`src/rtl/spd_i2c_pkg.sv`:
```
package spd_i2c_pkg;

    localparam int BYTE_W = 8;
    localparam int ID_W   = 4;
    localparam int CE_W   = 3;
    localparam int CNT_W  = $clog2(BYTE_W + 1);

    typedef enum logic [2:0] {
        ST_IDLE,
        ST_SEL,
        ST_SEL_ACK,
        ST_WRX,
        ST_WR_ACK,
        ST_RDX,
        ST_RD_ACK
    } fe_state_e;

    typedef enum logic {
        TGT_ARRAY = 1'b0,
        TGT_PROT  = 1'b1
    } target_e;

    typedef struct packed {
        logic    hit;
        target_e target;
        logic    read;
    } sel_dec_t;

    typedef struct packed {
        logic level;
        logic rise;
        logic fall;
    } line_ev_t;

    function automatic sel_dec_t decode_select(
        input logic [BYTE_W-1:0] code,
        input logic [CE_W-1:0]   strap,
        input logic              locked,
        input logic [ID_W-1:0]   array_id,
        input logic [ID_W-1:0]   prot_id
    );
        sel_dec_t        d;
        logic [ID_W-1:0] id;
        logic            addr_ok;
        id       = code[BYTE_W-1 -: ID_W];
        addr_ok  = (code[CE_W:1] == strap);
        d.read   = code[0];
        d.target = (id == prot_id) ? TGT_PROT : TGT_ARRAY;
        d.hit    = addr_ok && ((id == array_id) || ((id == prot_id) && !locked));
        return d;
    endfunction

endpackage

```
`src/rtl/spd_i2c_linesync.sv`:
```
module spd_i2c_linesync
    import spd_i2c_pkg::*;
#(
    parameter int STAGES = 2
) (
    input  logic     clk,
    input  logic     rst,
    input  logic     raw,
    output line_ev_t ev
);
    logic [STAGES-1:0] chain;
    logic              prev;

    always_ff @(posedge clk) begin
        if (rst) begin
            chain <= '1;
            prev  <= 1'b1;
        end else begin
            chain <= {chain[STAGES-2:0], raw};
            prev  <= chain[STAGES-1];
        end
    end

    always_comb begin
        ev.level = chain[STAGES-1];
        ev.rise  = chain[STAGES-1] & ~prev;
        ev.fall  = ~chain[STAGES-1] & prev;
    end
endmodule

```
`src/rtl/spd_i2c_cond.sv`:
```
module spd_i2c_cond
    import spd_i2c_pkg::*;
(
    input  line_ev_t scl,
    input  line_ev_t sda,
    output logic     start_det,
    output logic     stop_det
);
    always_comb begin
        start_det = sda.fall & scl.level & ~scl.rise;
        stop_det  = sda.rise & scl.level & ~scl.rise;
    end
endmodule

```
`src/rtl/spd_i2c_seldec.sv`:
```
module spd_i2c_seldec
    import spd_i2c_pkg::*;
#(
    parameter logic [ID_W-1:0] ARRAY_ID = 4'b1010,
    parameter logic [ID_W-1:0] PROT_ID  = 4'b0110
) (
    input  logic [BYTE_W-1:0] code,
    input  logic [CE_W-1:0]   strap,
    input  logic              locked,
    output sel_dec_t          dec
);
    always_comb dec = decode_select(code, strap, locked, ARRAY_ID, PROT_ID);
endmodule

```
`src/rtl/spd_i2c_front.sv`:
```
module spd_i2c_front
    import spd_i2c_pkg::*;
#(
    parameter int               SYNC_STAGES = 2,
    parameter logic [ID_W-1:0]  ARRAY_ID    = 4'b1010,
    parameter logic [ID_W-1:0]  PROT_ID     = 4'b0110
) (
    input  logic              clk,
    input  logic              rst,
    input  logic              scl_in,
    input  logic              sda_in,
    input  logic [CE_W-1:0]   strap_addr,
    input  logic              prot_locked,
    input  logic              wr_busy,
    input  logic              wr_nack,
    input  logic [BYTE_W-1:0] rd_data,
    output logic              sda_pull,
    output logic              bus_start,
    output logic              bus_stop,
    output logic              sel_valid,
    output logic              sel_target,
    output logic              sel_read,
    output logic              byte_valid,
    output logic [BYTE_W-1:0] byte_data,
    output logic              rd_take,
    output logic              rd_done,
    output logic              rd_master_ack
);
    localparam int NLINES = 2;
    localparam logic [CNT_W-1:0] FULL_CNT = CNT_W'(BYTE_W);
    localparam logic [CNT_W-1:0] LAST_TX  = CNT_W'(BYTE_W - 1);

    logic [NLINES-1:0] raw_lines;
    line_ev_t          line_ev [NLINES];
    line_ev_t          scl_ev, sda_ev;

    assign raw_lines = {sda_in, scl_in};

    for (genvar g = 0; g < NLINES; g++) begin : g_sync
        spd_i2c_linesync #(.STAGES(SYNC_STAGES)) u_sync (
            .clk (clk),
            .rst (rst),
            .raw (raw_lines[g]),
            .ev  (line_ev[g])
        );
    end

    assign scl_ev = line_ev[0];
    assign sda_ev = line_ev[1];

    logic start_det, stop_det;

    spd_i2c_cond u_cond (
        .scl       (scl_ev),
        .sda       (sda_ev),
        .start_det (start_det),
        .stop_det  (stop_det)
    );

    fe_state_e         state;
    logic [CNT_W-1:0]  bit_cnt;
    logic [BYTE_W-1:0] shreg;
    sel_dec_t          dec;

    spd_i2c_seldec #(.ARRAY_ID(ARRAY_ID), .PROT_ID(PROT_ID)) u_dec (
        .code   (shreg),
        .strap  (strap_addr),
        .locked (prot_locked),
        .dec    (dec)
    );

    always_ff @(posedge clk) begin
        if (rst) begin
            state         <= ST_IDLE;
            bit_cnt       <= '0;
            shreg         <= '0;
            sda_pull      <= 1'b0;
            bus_start     <= 1'b0;
            bus_stop      <= 1'b0;
            sel_valid     <= 1'b0;
            sel_target    <= 1'b0;
            sel_read      <= 1'b0;
            byte_valid    <= 1'b0;
            byte_data     <= '0;
            rd_take       <= 1'b0;
            rd_done       <= 1'b0;
            rd_master_ack <= 1'b0;
        end else begin
            bus_start  <= start_det & ~wr_busy;
            bus_stop   <= stop_det & ~wr_busy;
            sel_valid  <= 1'b0;
            byte_valid <= 1'b0;
            rd_take    <= 1'b0;
            rd_done    <= 1'b0;

            if (wr_busy) begin
                state    <= ST_IDLE;
                sda_pull <= 1'b0;
            end else if (start_det) begin
                state    <= ST_SEL;
                bit_cnt  <= '0;
                sda_pull <= 1'b0;
            end else if (stop_det) begin
                state    <= ST_IDLE;
                sda_pull <= 1'b0;
            end else begin
                unique case (state)
                    ST_IDLE: sda_pull <= 1'b0;

                    ST_SEL: begin
                        if (scl_ev.rise && bit_cnt != FULL_CNT) begin
                            shreg   <= {shreg[BYTE_W-2:0], sda_ev.level};
                            bit_cnt <= bit_cnt + 1'b1;
                        end else if (scl_ev.fall && bit_cnt == FULL_CNT) begin
                            if (dec.hit) begin
                                state      <= ST_SEL_ACK;
                                sda_pull   <= 1'b1;
                                sel_valid  <= 1'b1;
                                sel_target <= dec.target;
                                sel_read   <= dec.read;
                            end else begin
                                state <= ST_IDLE;
                            end
                        end
                    end

                    ST_SEL_ACK: begin
                        if (scl_ev.fall) begin
                            bit_cnt <= '0;
                            if (sel_read) begin
                                state    <= ST_RDX;
                                shreg    <= rd_data;
                                sda_pull <= ~rd_data[BYTE_W-1];
                                rd_take  <= 1'b1;
                            end else begin
                                state    <= ST_WRX;
                                sda_pull <= 1'b0;
                            end
                        end
                    end

                    ST_WRX: begin
                        if (scl_ev.rise && bit_cnt != FULL_CNT) begin
                            shreg   <= {shreg[BYTE_W-2:0], sda_ev.level};
                            bit_cnt <= bit_cnt + 1'b1;
                        end else if (scl_ev.fall && bit_cnt == FULL_CNT) begin
                            state      <= ST_WR_ACK;
                            byte_valid <= 1'b1;
                            byte_data  <= shreg;
                            sda_pull   <= ~wr_nack;
                        end
                    end

                    ST_WR_ACK: begin
                        if (scl_ev.fall) begin
                            state    <= ST_WRX;
                            bit_cnt  <= '0;
                            sda_pull <= 1'b0;
                        end
                    end

                    ST_RDX: begin
                        if (scl_ev.fall) begin
                            if (bit_cnt == LAST_TX) begin
                                state    <= ST_RD_ACK;
                                sda_pull <= 1'b0;
                            end else begin
                                shreg    <= {shreg[BYTE_W-2:0], 1'b0};
                                sda_pull <= ~shreg[BYTE_W-2];
                                bit_cnt  <= bit_cnt + 1'b1;
                            end
                        end
                    end

                    ST_RD_ACK: begin
                        if (scl_ev.rise && bit_cnt != FULL_CNT) begin
                            rd_done       <= 1'b1;
                            rd_master_ack <= ~sda_ev.level;
                            if (sda_ev.level) state <= ST_IDLE;
                            else              bit_cnt <= FULL_CNT;
                        end else if (scl_ev.fall && bit_cnt == FULL_CNT) begin
                            state    <= ST_RDX;
                            bit_cnt  <= '0;
                            shreg    <= rd_data;
                            sda_pull <= ~rd_data[BYTE_W-1];
                            rd_take  <= 1'b1;
                        end
                    end

                    default: state <= ST_IDLE;
                endcase
            end
        end
    end
endmodule

```
`config.mk`:
```
export PLATFORM = sky130hd
export DESIGN_NAME = spd_i2c_front
export DESIGN_NICKNAME = d
export VERILOG_FILES = /design/src/rtl/spd_i2c_pkg.sv /design/src/rtl/spd_i2c_linesync.sv /design/src/rtl/spd_i2c_cond.sv /design/src/rtl/spd_i2c_seldec.sv /design/src/rtl/spd_i2c_front.sv
export SDC_FILE = /design/constraint.sdc
export NUM_CORES = 1
export LEC_CHECK = 0
export BUFFER_PORTS_ARGS = -buffer_cell sky130_fd_sc_hd__buf_4
export CORE_ASPECT_RATIO = 2
export CORE_MARGIN = 5
export CORE_UTILIZATION = 45
export CTS_CLUSTER_SIZE = 40
export DETAILED_ROUTE_END_ITERATION = 8
export GPL_ROUTABILITY_DRIVEN = 0
export GPL_TIMING_DRIVEN = 0
export HOLD_SLACK_MARGIN = 0.02
export PLACE_DENSITY = 0.7
export SETUP_SLACK_MARGIN = 0.5
export SLEW_MARGIN = 10
export SYNTH_ARGS = -nofsm -noshare
export SYNTH_HDL_FRONTEND = slang
export SYNTH_SLANG_ARGS = --single-unit
```
`constraint.sdc`:
```
create_clock -name clk -period 3.5 [get_ports clk]
set_input_delay 0.7 -clock clk [delete_from_list [all_inputs] [get_ports clk]]
set_output_delay 0.7 -clock clk [all_outputs]
set_load 0.05 [all_outputs]
```
==> reports/results.env, run 1 <==
LAYOUT.CELL_AREA.NON_FILLER_UM2=2530
SHARE_COMB_OF_TOTAL_POWER=0.065
CRITICAL-PATH-MAX-STAGE-DELAY_PS=910
REGTOREGSETUPSLACK_PS=850
ANTENNA_LEFT=0
CRITPATHTOPFAMILY='simple AND/OR/NAND/NOR gates'
PATH_TYPE_OF_THE_WORST_MIN_DELAY_PATH='reg -> reg'
CRITPATHSLOWESTCELL='nor4b_1'
WORST-SLEW-PIN-TRANSITION_PS=1063
YS_ASYNC_SR_FRACTION=0
CTS_INSERTED_BUFFERS=5
CLK-INSERTION-DELAY-LATE_PS=290
CTSLONGESTPATHBUFFERS=2
CP_DATA_REQUIRED_TIME_PS=3710
CLK_TRANSITION_REPORTED_PATHS_PS=80
P_SWITCHING_uW=200.1
CTS_HOLD_BUF=0
SWITCHING_SHARE=0.2081
FIN_SETUP_TNS_PS=0
NUM-NETS-FINAL=293
FINAL_HOLD_VIOL_COUNT=0
SYNTH_FLOP_CELL='dfxtp_1'
WL_UM=5372
DIE-AREA_UM2=6128
LAYOUT_WORST_PATH_CYCLE_SHARE=0.7559
STARTPOINT='bit_cnt[0]'
YOSYSWARNINGCOUNT=0
MAX_FREQ_MHz=378.0
CP_NUM_CELLS=8
PATH_CELLS='inv_1 -> ha_1 -> and3b_1 -> buf_6 -> nor4b_1 -> a21o_1 -> a21oi_1 -> o32ai_1'
CLOCKROOTBUFFER='clkbuf_8'
GRT_FIRST_PASS_WIRELENGTH_UM=9232
DR_DRC_COUNT=0
NUMBER_OF_ANTENNA_VIOLATIONS_AT_THE_FIRST_CHECK_IN_GLOBAL_ROUTING=0
DRIVE_GT1_FRAC=0.2336
R2R_START='bit_cnt[0]'
SETUP.WORST_PATH.END='bit_cnt[1]'
FINISH.CELL_COUNT_WITHOUT_FILLERS=329
CRITICAL_PATH.REG2REG.ENDPOINT='bit_cnt[1]'
DRT_FIRST_PASS_ITERS=4
NUM_IO_PINS=36
PLACEABLECOREAREA_UM2=4554
FIRST_ITER_VIOLATIONS=31
INITIAL_UTILIZATION=0.4536
CLOCK_POWER_SHARE=0.469
PORT_BUFFERS=35
WORSTSETUPENDPOINTTYPE='flop'
FILLER_CELL_COUNT=443
WORSTHOLDPATHCELLS=1
POST_SYNTH_NUM_CELL_TYPES=56
MAXIMUM_NUMBER_OF_PINS_ON_ONE_NET_BEFORE_GLOBAL_ROUTE_REPAIR=13
FP.DIEW_UM=57.91
CELLLEAKAGEPOWER_nW=1.156
OVERALL_OVERFLOW_REMAINING_AFTER_GLOBAL_ROUTE=0
NUMBER_OF_ENABLE_TYPE_REGISTER_CELLS_IN_THE_SYNTHESIZED_NETLIST=0
AREAGROWTHSYNTHTOFINISH_PCT=22.47
CTS_RESIZED=0
ANTENNADIODECOUNT=0
MAX-VDD-IR-DROP_V=0.0003540
FFS_LATCHES_SYNTH=39
MOSTFREQUENTLAYOUTCELL='dfxtp_1'
PLACE_HPWL_UM=4122
MAX-CAP-VIOLATIONS=0
PLACEDCELLCOUNT=321
TRITONCTS='built'
FINAL_CORE_UTIL=0.5555
CTS_HTREE_LEVELS=2
P_INT_uW=761.5
REG2REGPATHDEPTH=8
FINALSETUPVIOLCOUNT=0
LAYOUT.CELLS.MOST_COMMON_LIST='dfxtp_1 (39), buf_4 (35), nor2_1 (24)'
SYN_NETS=251
NETLIST_AREA_UM2=2066
PROPORTION_OF_SYNTHESIZED_CHIP_AREA_IN_SEQUENTIAL_CELLS=0.3780
NETLIST_INSTANCES=231
TRITONCTS_NUM_SINKS=39
CRITICAL_PATH.MAX_FANOUT=7
SLEW_VIOLATIONS=0
POWER-PER-CELL-AREA_nW_PER_UM2=380.1
CHIPHEIGHT_UM=105.8
RSZ_0062_RAISED_AFTER_GLOBAL_ROUTING='no'
SYN_AVG_CELL_AREA_UM2=8.943
GRT_PASS1_VIAS=1941
DRT-WIRELENGTH-PER-CELL_UM=16.33
MAXSLEWHEADROOM=0.2810
CORE.ROWCOUNT=35
TIMING.CRITICAL_PATH.BUF_INV=2
POST_DP_CELL_AREA_UM2=2397
WORST_CLOCK_SKEW_PS=5.209
CP.ARRIVAL_PS=2850
CTS_SETUP_BUFFERS=0
SETUP.WORST_PATH.START_CLASS='flop'
OUTCOME='finished, final reports clean'
ROUTED_VIA_DENSITY=5.699
SEQ_POWER_SHARE=0.466
PERIOD_MINUS_SLACK_PS=2646
CRIT_TYPE='reg -> reg'
DETAILROUTE.VIA_COUNT=1875
GLOBALROUTETOTALUTIL=0.1923
## synthesized netlist by cell type (2+ instances only)
cell type	instances	share of area
a211oi_1	3	0.011
a21o_1	3	0.011
a21oi_1	9	0.022
a311oi_1	2	0.0085
a31oi_1	2	0.0061
and2_1	2	0.0061
and3_1	3	0.0091
buf_1	2	0.0036
clkbuf_1	11	0.020
dfxtp_1	39	0.38
ha_1	2	0.012
inv_1	7	0.013
mux2_2	7	0.038
mux2i_1	11	0.053
nand2_1	10	0.018
nand2b_1	8	0.024
nand3_1	5	0.012
nand3b_1	2	0.0073
nand4b_1	3	0.013
nor2_1	24	0.044
nor2b_1	2	0.0061
nor3_1	5	0.012
nor3b_1	2	0.0073
nor4_1	2	0.0061
o211a_1	8	0.039
o21ai_0	5	0.012
o21ba_2	2	0.0097
o21bai_1	2	0.0073
o22ai_1	2	0.0061
o32ai_1	3	0.013
or2_2	6	0.018
or3_1	9	0.027
or3b_2	2	0.0085
xor2_1	4	0.017
## layer usage
metal | global-route usage | vias to the layer above | part of all wire
li1 | - | 926 | -
met1 | 0.1927 | 890 | 0.35
met2 | 0.3665 | 46 | 0.58
met3 | 0.02941 | 13 | 0.037
met4 | 0.08789 | 0 | 0.029
met5 | 0 | - | 0
## worst min path at each step
stage | to | from | slack, ps
finish | g_sync[1].u_sync.chain[1] | g_sync[1].u_sync.chain[0] | 420
global route | g_sync[0].u_sync.chain[1] | g_sync[0].u_sync.chain[0] | 430
detailed placement | g_sync[1].u_sync.chain[1] | g_sync[1].u_sync.chain[0] | 400
CTS | g_sync[0].u_sync.chain[1] | g_sync[0].u_sync.chain[0] | 420
global placement | g_sync[1].u_sync.chain[1] | g_sync[1].u_sync.chain[0] | 400
floorplan | g_sync[0].u_sync.chain[1] | g_sync[0].u_sync.chain[0] | 390
## power by group through the flow
| stage | registers (mW) | clock network, mW | logic [mW] |
|---|---|---|---|
| detailed placement | 0.459 | 0 | 0.0628 |
| global placement | 0.459 | 0 | 0.0628 |
| finish | 0.448 | 0.451 | 0.0630 |
| CTS | 0.448 | 0.457 | 0.0632 |
| floorplan | 0.460 | 0 | 0.0345 |
| global route | 0.449 | 0.475 | 0.0694 |
## layout make-up
cell class	instances	area [um^2]	area share
tap	55	68.82	0.02720
inverter	7	26.28	0.01039
clock inverter	2	60.06	0.02374
buffer	14	60.06	0.02374
sequential	39	780.7	0.3086
clock buffer	6	72.57	0.02868
multi-input combinational	171	1199	0.4738
timing repair buffer	35	262.8	0.1039
## stage by stage
step                      setup WS (ps)  hold WS, ps  power (mW)
after CTS                         850.2        417.6      0.9688
final                             854.3        416.3      0.9616
after detailed placement          897.5        395.8      0.5215
after global placement            897.5        396.0      0.5214
after global routing              645.9        433.7      0.9928
after floorplan                    1191        389.5      0.4941
## registers in the layout, summed over array words and instances, names as in the netlist, 2 cells and up
signal	count
bit_cnt	4
byte_data	8
g_sync.u_sync.chain	4
g_sync.u_sync.prev	2
shreg	8
state	3
## kinds of logic (layout without fill, tap and decap cells)
logic type / after synthesis / after routing / synth area share
AO/OA/AOI/OAI: 51 / 51 / 0.1914
XOR/XNOR: 5 / 5 / 0.02120
adder cells (fa/ha/maj): 2 / 2 / 0.01211
buffers and inverters: 21 / 64 / 0.04180
flip-flops: 39 / 39 / 0.3780
multiplexers: 18 / 18 / 0.09146
AND/OR/NAND/NOR: 95 / 95 / 0.2641
Power figures use the tool's default switching activity.
==> run 2, diff against run 1 <==
--- a/config.mk
+++ b/config.mk
@@ -14,7 +14,7 @@
 export GPL_ROUTABILITY_DRIVEN = 0
 export GPL_TIMING_DRIVEN = 0
 export HOLD_SLACK_MARGIN = 0.02
-export PLACE_DENSITY = 0.7
+export PLACE_DENSITY = 0.73
 export SETUP_SLACK_MARGIN = 0.5
 export SLEW_MARGIN = 10
 export SYNTH_ARGS = -nofsm -noshare
==> constraint.sdc (replaced) <==
create_clock -name clk -period 2.31 [get_ports clk]
set_input_delay 0.462 -clock clk [delete_from_list [all_inputs] [get_ports clk]]
set_output_delay 0.462 -clock clk [all_outputs]
set_load 0.05 [all_outputs]
==> reports/results.env, run 2 (synthesis gave the netlist of run 1 again) <==
MAX_FREQ_MHz=434.1  # was 378.0 MHz
FINAL_HOLD_VIOL_COUNT=0  # unchanged
MAXIMUM_NUMBER_OF_PINS_ON_ONE_NET_BEFORE_GLOBAL_ROUTE_REPAIR=14  # was 13
CTS_HTREE_LEVELS=2  # unchanged
SHARE_COMB_OF_TOTAL_POWER=0.083  # was 0.065
CLK-INSERTION-DELAY-LATE_PS=300  # was 290 ps
PERIOD_MINUS_SLACK_PS=2304  # was 2646 ps
DESIGN_POWER_TOTAL_mW=1.379  # was 961.6 uW
OUTCOME='finished, final reports clean'  # unchanged
WORST_SLACK_AT_PLACEMENT_PS=-86.71  # was 897.5 ps
WORSTSETUPENDPOINTTYPE='flop'  # unchanged
POWER-PER-CELL-AREA_nW_PER_UM2=466.0  # was 380.1 nW/um^2
P_INT_mW=1.049  # was 761.5 uW
DETAILROUTE.VIA_COUNT=2103  # was 1875
PLACEDCELLCOUNT=321  # unchanged
MAXSLEWHEADROOM=0.4635  # was 0.2810
DR_DRC_COUNT=0  # unchanged
CP.ARRIVAL_PS=2530  # was 2850 ps
WORST-SLEW-PIN-TRANSITION_PS=803.1  # was 1063 ps
CP_DATA_REQUIRED_TIME_PS=2540  # was 3710 ps
ANTENNA_LEFT=0  # unchanged
GLOBALROUTETOTALUTIL=0.1999  # was 0.1923
TOP_REGS='byte_data x8, shreg x8'  # unchanged
GRT_FIRST_PASS_WIRELENGTH_UM=9604  # was 9232 um
FINALSETUPVIOLCOUNT=0  # unchanged
CHIPHEIGHT_UM=105.8  # unchanged
TRITONCTS='built'  # unchanged
SWITCHING_SHARE=0.2394  # was 0.2081
RSZ_0062_RAISED_AFTER_GLOBAL_ROUTING='yes'  # was no
NUM-NETS-FINAL=316  # was 293
PLACEABLECOREAREA_UM2=4554  # unchanged
FINISH.CELL_COUNT_WITHOUT_FILLERS=352  # was 329
PATH_TYPE_OF_THE_WORST_MIN_DELAY_PATH='in -> reg'  # was reg -> reg
LAYOUT.CELLS.MOST_COMMON_LIST='buf_4 (46), dfxtp_1 (31), nor2_1 (23)'  # was dfxtp_1 (39), buf_4 (35), nor2_1 (24)
PORT_BUFFERS=35  # unchanged
TRITONCTS_NUM_SINKS=39  # unchanged
CTS_INSERTED_BUFFERS=5  # unchanged
FINAL_CORE_UTIL=0.6497  # was 0.5555
CLOCK_POWER_SHARE=0.425  # was 0.469
CORE.ROWCOUNT=35  # unchanged
MOSTFREQUENTLAYOUTCELL='buf_4'  # was dfxtp_1
FP.DIEW_UM=57.91  # unchanged
FIN_SETUP_TNS_PS=0  # unchanged
WORST_CLOCK_SKEW_PS=8.614  # was 5.209 ps
DIE-AREA_UM2=6128  # unchanged
DRIVE_GT1_FRAC=0.4343  # was 0.2336
CRIT_TYPE='reg -> reg'  # unchanged
NUM_IO_PINS=36  # unchanged
SEQ_POWER_SHARE=0.492  # was 0.466
FIRST_ITER_VIOLATIONS=73  # was 31
OVERALL_OVERFLOW_REMAINING_AFTER_GLOBAL_ROUTE=0  # unchanged
ROUTED_VIA_DENSITY=5.974  # was 5.699
P_SWITCHING_uW=330.2  # was 200.1 uW
REG2REGPATHDEPTH=9  # was 8
CLOCKROOTBUFFER='clkbuf_8'  # unchanged
NUMBER_OF_ANTENNA_VIOLATIONS_AT_THE_FIRST_CHECK_IN_GLOBAL_ROUTING=0  # unchanged
MAX-VDD-IR-DROP_V=0.0004620  # was 0.0003540 V
ANTENNADIODECOUNT=0  # unchanged
DRT-WIRELENGTH-PER-CELL_UM=17.98  # was 16.33 um
SETUP_SLACK_PS=6.139  # was 854.3 ps
PLACE_HPWL_UM=4081  # was 4122 um
CELLLEAKAGEPOWER_nW=1.372  # was 1.156 nW
INITIAL_UTILIZATION=0.4536  # unchanged
WORSTHOLDPATHCELLS=2  # was 1
DRT_FIRST_PASS_ITERS=4  # unchanged
SETUP.WORST_PATH.START_CLASS='flop'  # unchanged
LAYOUT_WORST_PATH_CYCLE_SHARE=0.9973  # was 0.7559
MAX-CAP-VIOLATIONS=0  # unchanged
CRITICAL_PATH.MAX_FANOUT=3  # was 7
SLEW_VIOLATIONS=0  # unchanged
CTSLONGESTPATHBUFFERS=2  # unchanged
GRT_PASS1_VIAS=2071  # was 1941
CLK_TRANSITION_REPORTED_PATHS_PS=90  # was 80 ps
AREAGROWTHSYNTHTOFINISH_PCT=43.25  # was 22.47%
WL_UM=6328  # was 5372 um
==> run 2: cell types whose count changed in the layout (fill, tap and decap cells not counted), sizes merged <==
cell / delta
buf: +24
clkbuf: -3
clkinv: +2
a21boi: +1
bufinv: -1
==> run 2: timing repair <==
action | CTS | global route
cloned | 1 | 0
gates resized for setup | 42 | 25
buffers inserted | 14 | 8
pin swaps | 22 | 13
hold endpoints to repair | 0 | 0
hold buffers | 0 | 0
endpoints found under the setup margin | 30 | 29
==> run 2: path summary, 6_finish.rpt <==
check,start,to,slack (ps)
setup reg to reg,bit_cnt[1],bit_cnt[0],6
hold reg to reg,g_sync[1].u_sync.chain[0],g_sync[1].u_sync.chain[1],420
setup / recovery,bit_cnt[1],bit_cnt[0],6
hold / removal,sda_in,g_sync[1].u_sync.chain[0],350
==> run 2: metal layers <==
layer	up-vias	wire, um	global-route usage
met2	89	3538	0.3714
met4	0	380	0.1476
met1	1002	2089	0.1791
li1	974	-	-
met5	-	0	0
met3	38	320	0.03799
==> run 2: critical path: stages (launching register included) <==
cell and delay [ps]:
dfxtp_2 340, inv_2 50, ha_4 150, and3b_1 160
buf_6 110, or3_1 350, a32o_2 280, or4b_4 500
buf_4 160, o22ai_1 130
==> run 2: power groups by stage <==
stage	clock, mW	combinational (mW)	sequential (mW)
global route	0.624	0.123	0.679
CTS	0.588	0.107	0.679
floorplan	0	0.0525	0.696
finish	0.586	0.115	0.678
detailed placement	0	0.0960	0.695
global placement	0	0.0951	0.695
==> run 2: area by class of cell <==
class                      instances  area [um^2]
tap                               55        68.82
fill                             378         1595
sequential                        39        793.3
inverter                           7        26.28
clock buffer                       5        68.82
multi-input combinational        172         1400
buffer                            14        88.84
clock inverter                     3        43.79
timing repair buffer              57        469.2
==> run 2: per-stage QoR <==
stage          area [um^2]  hold WS [ps]
2_1_floorplan         2086         389.5
3_3_place_gp          2417         392.5
3_5_place_dp          2417         402.9
4_1_cts               2824         341.3
5_1_grt               2959         338.8
6_report              2959         346.4
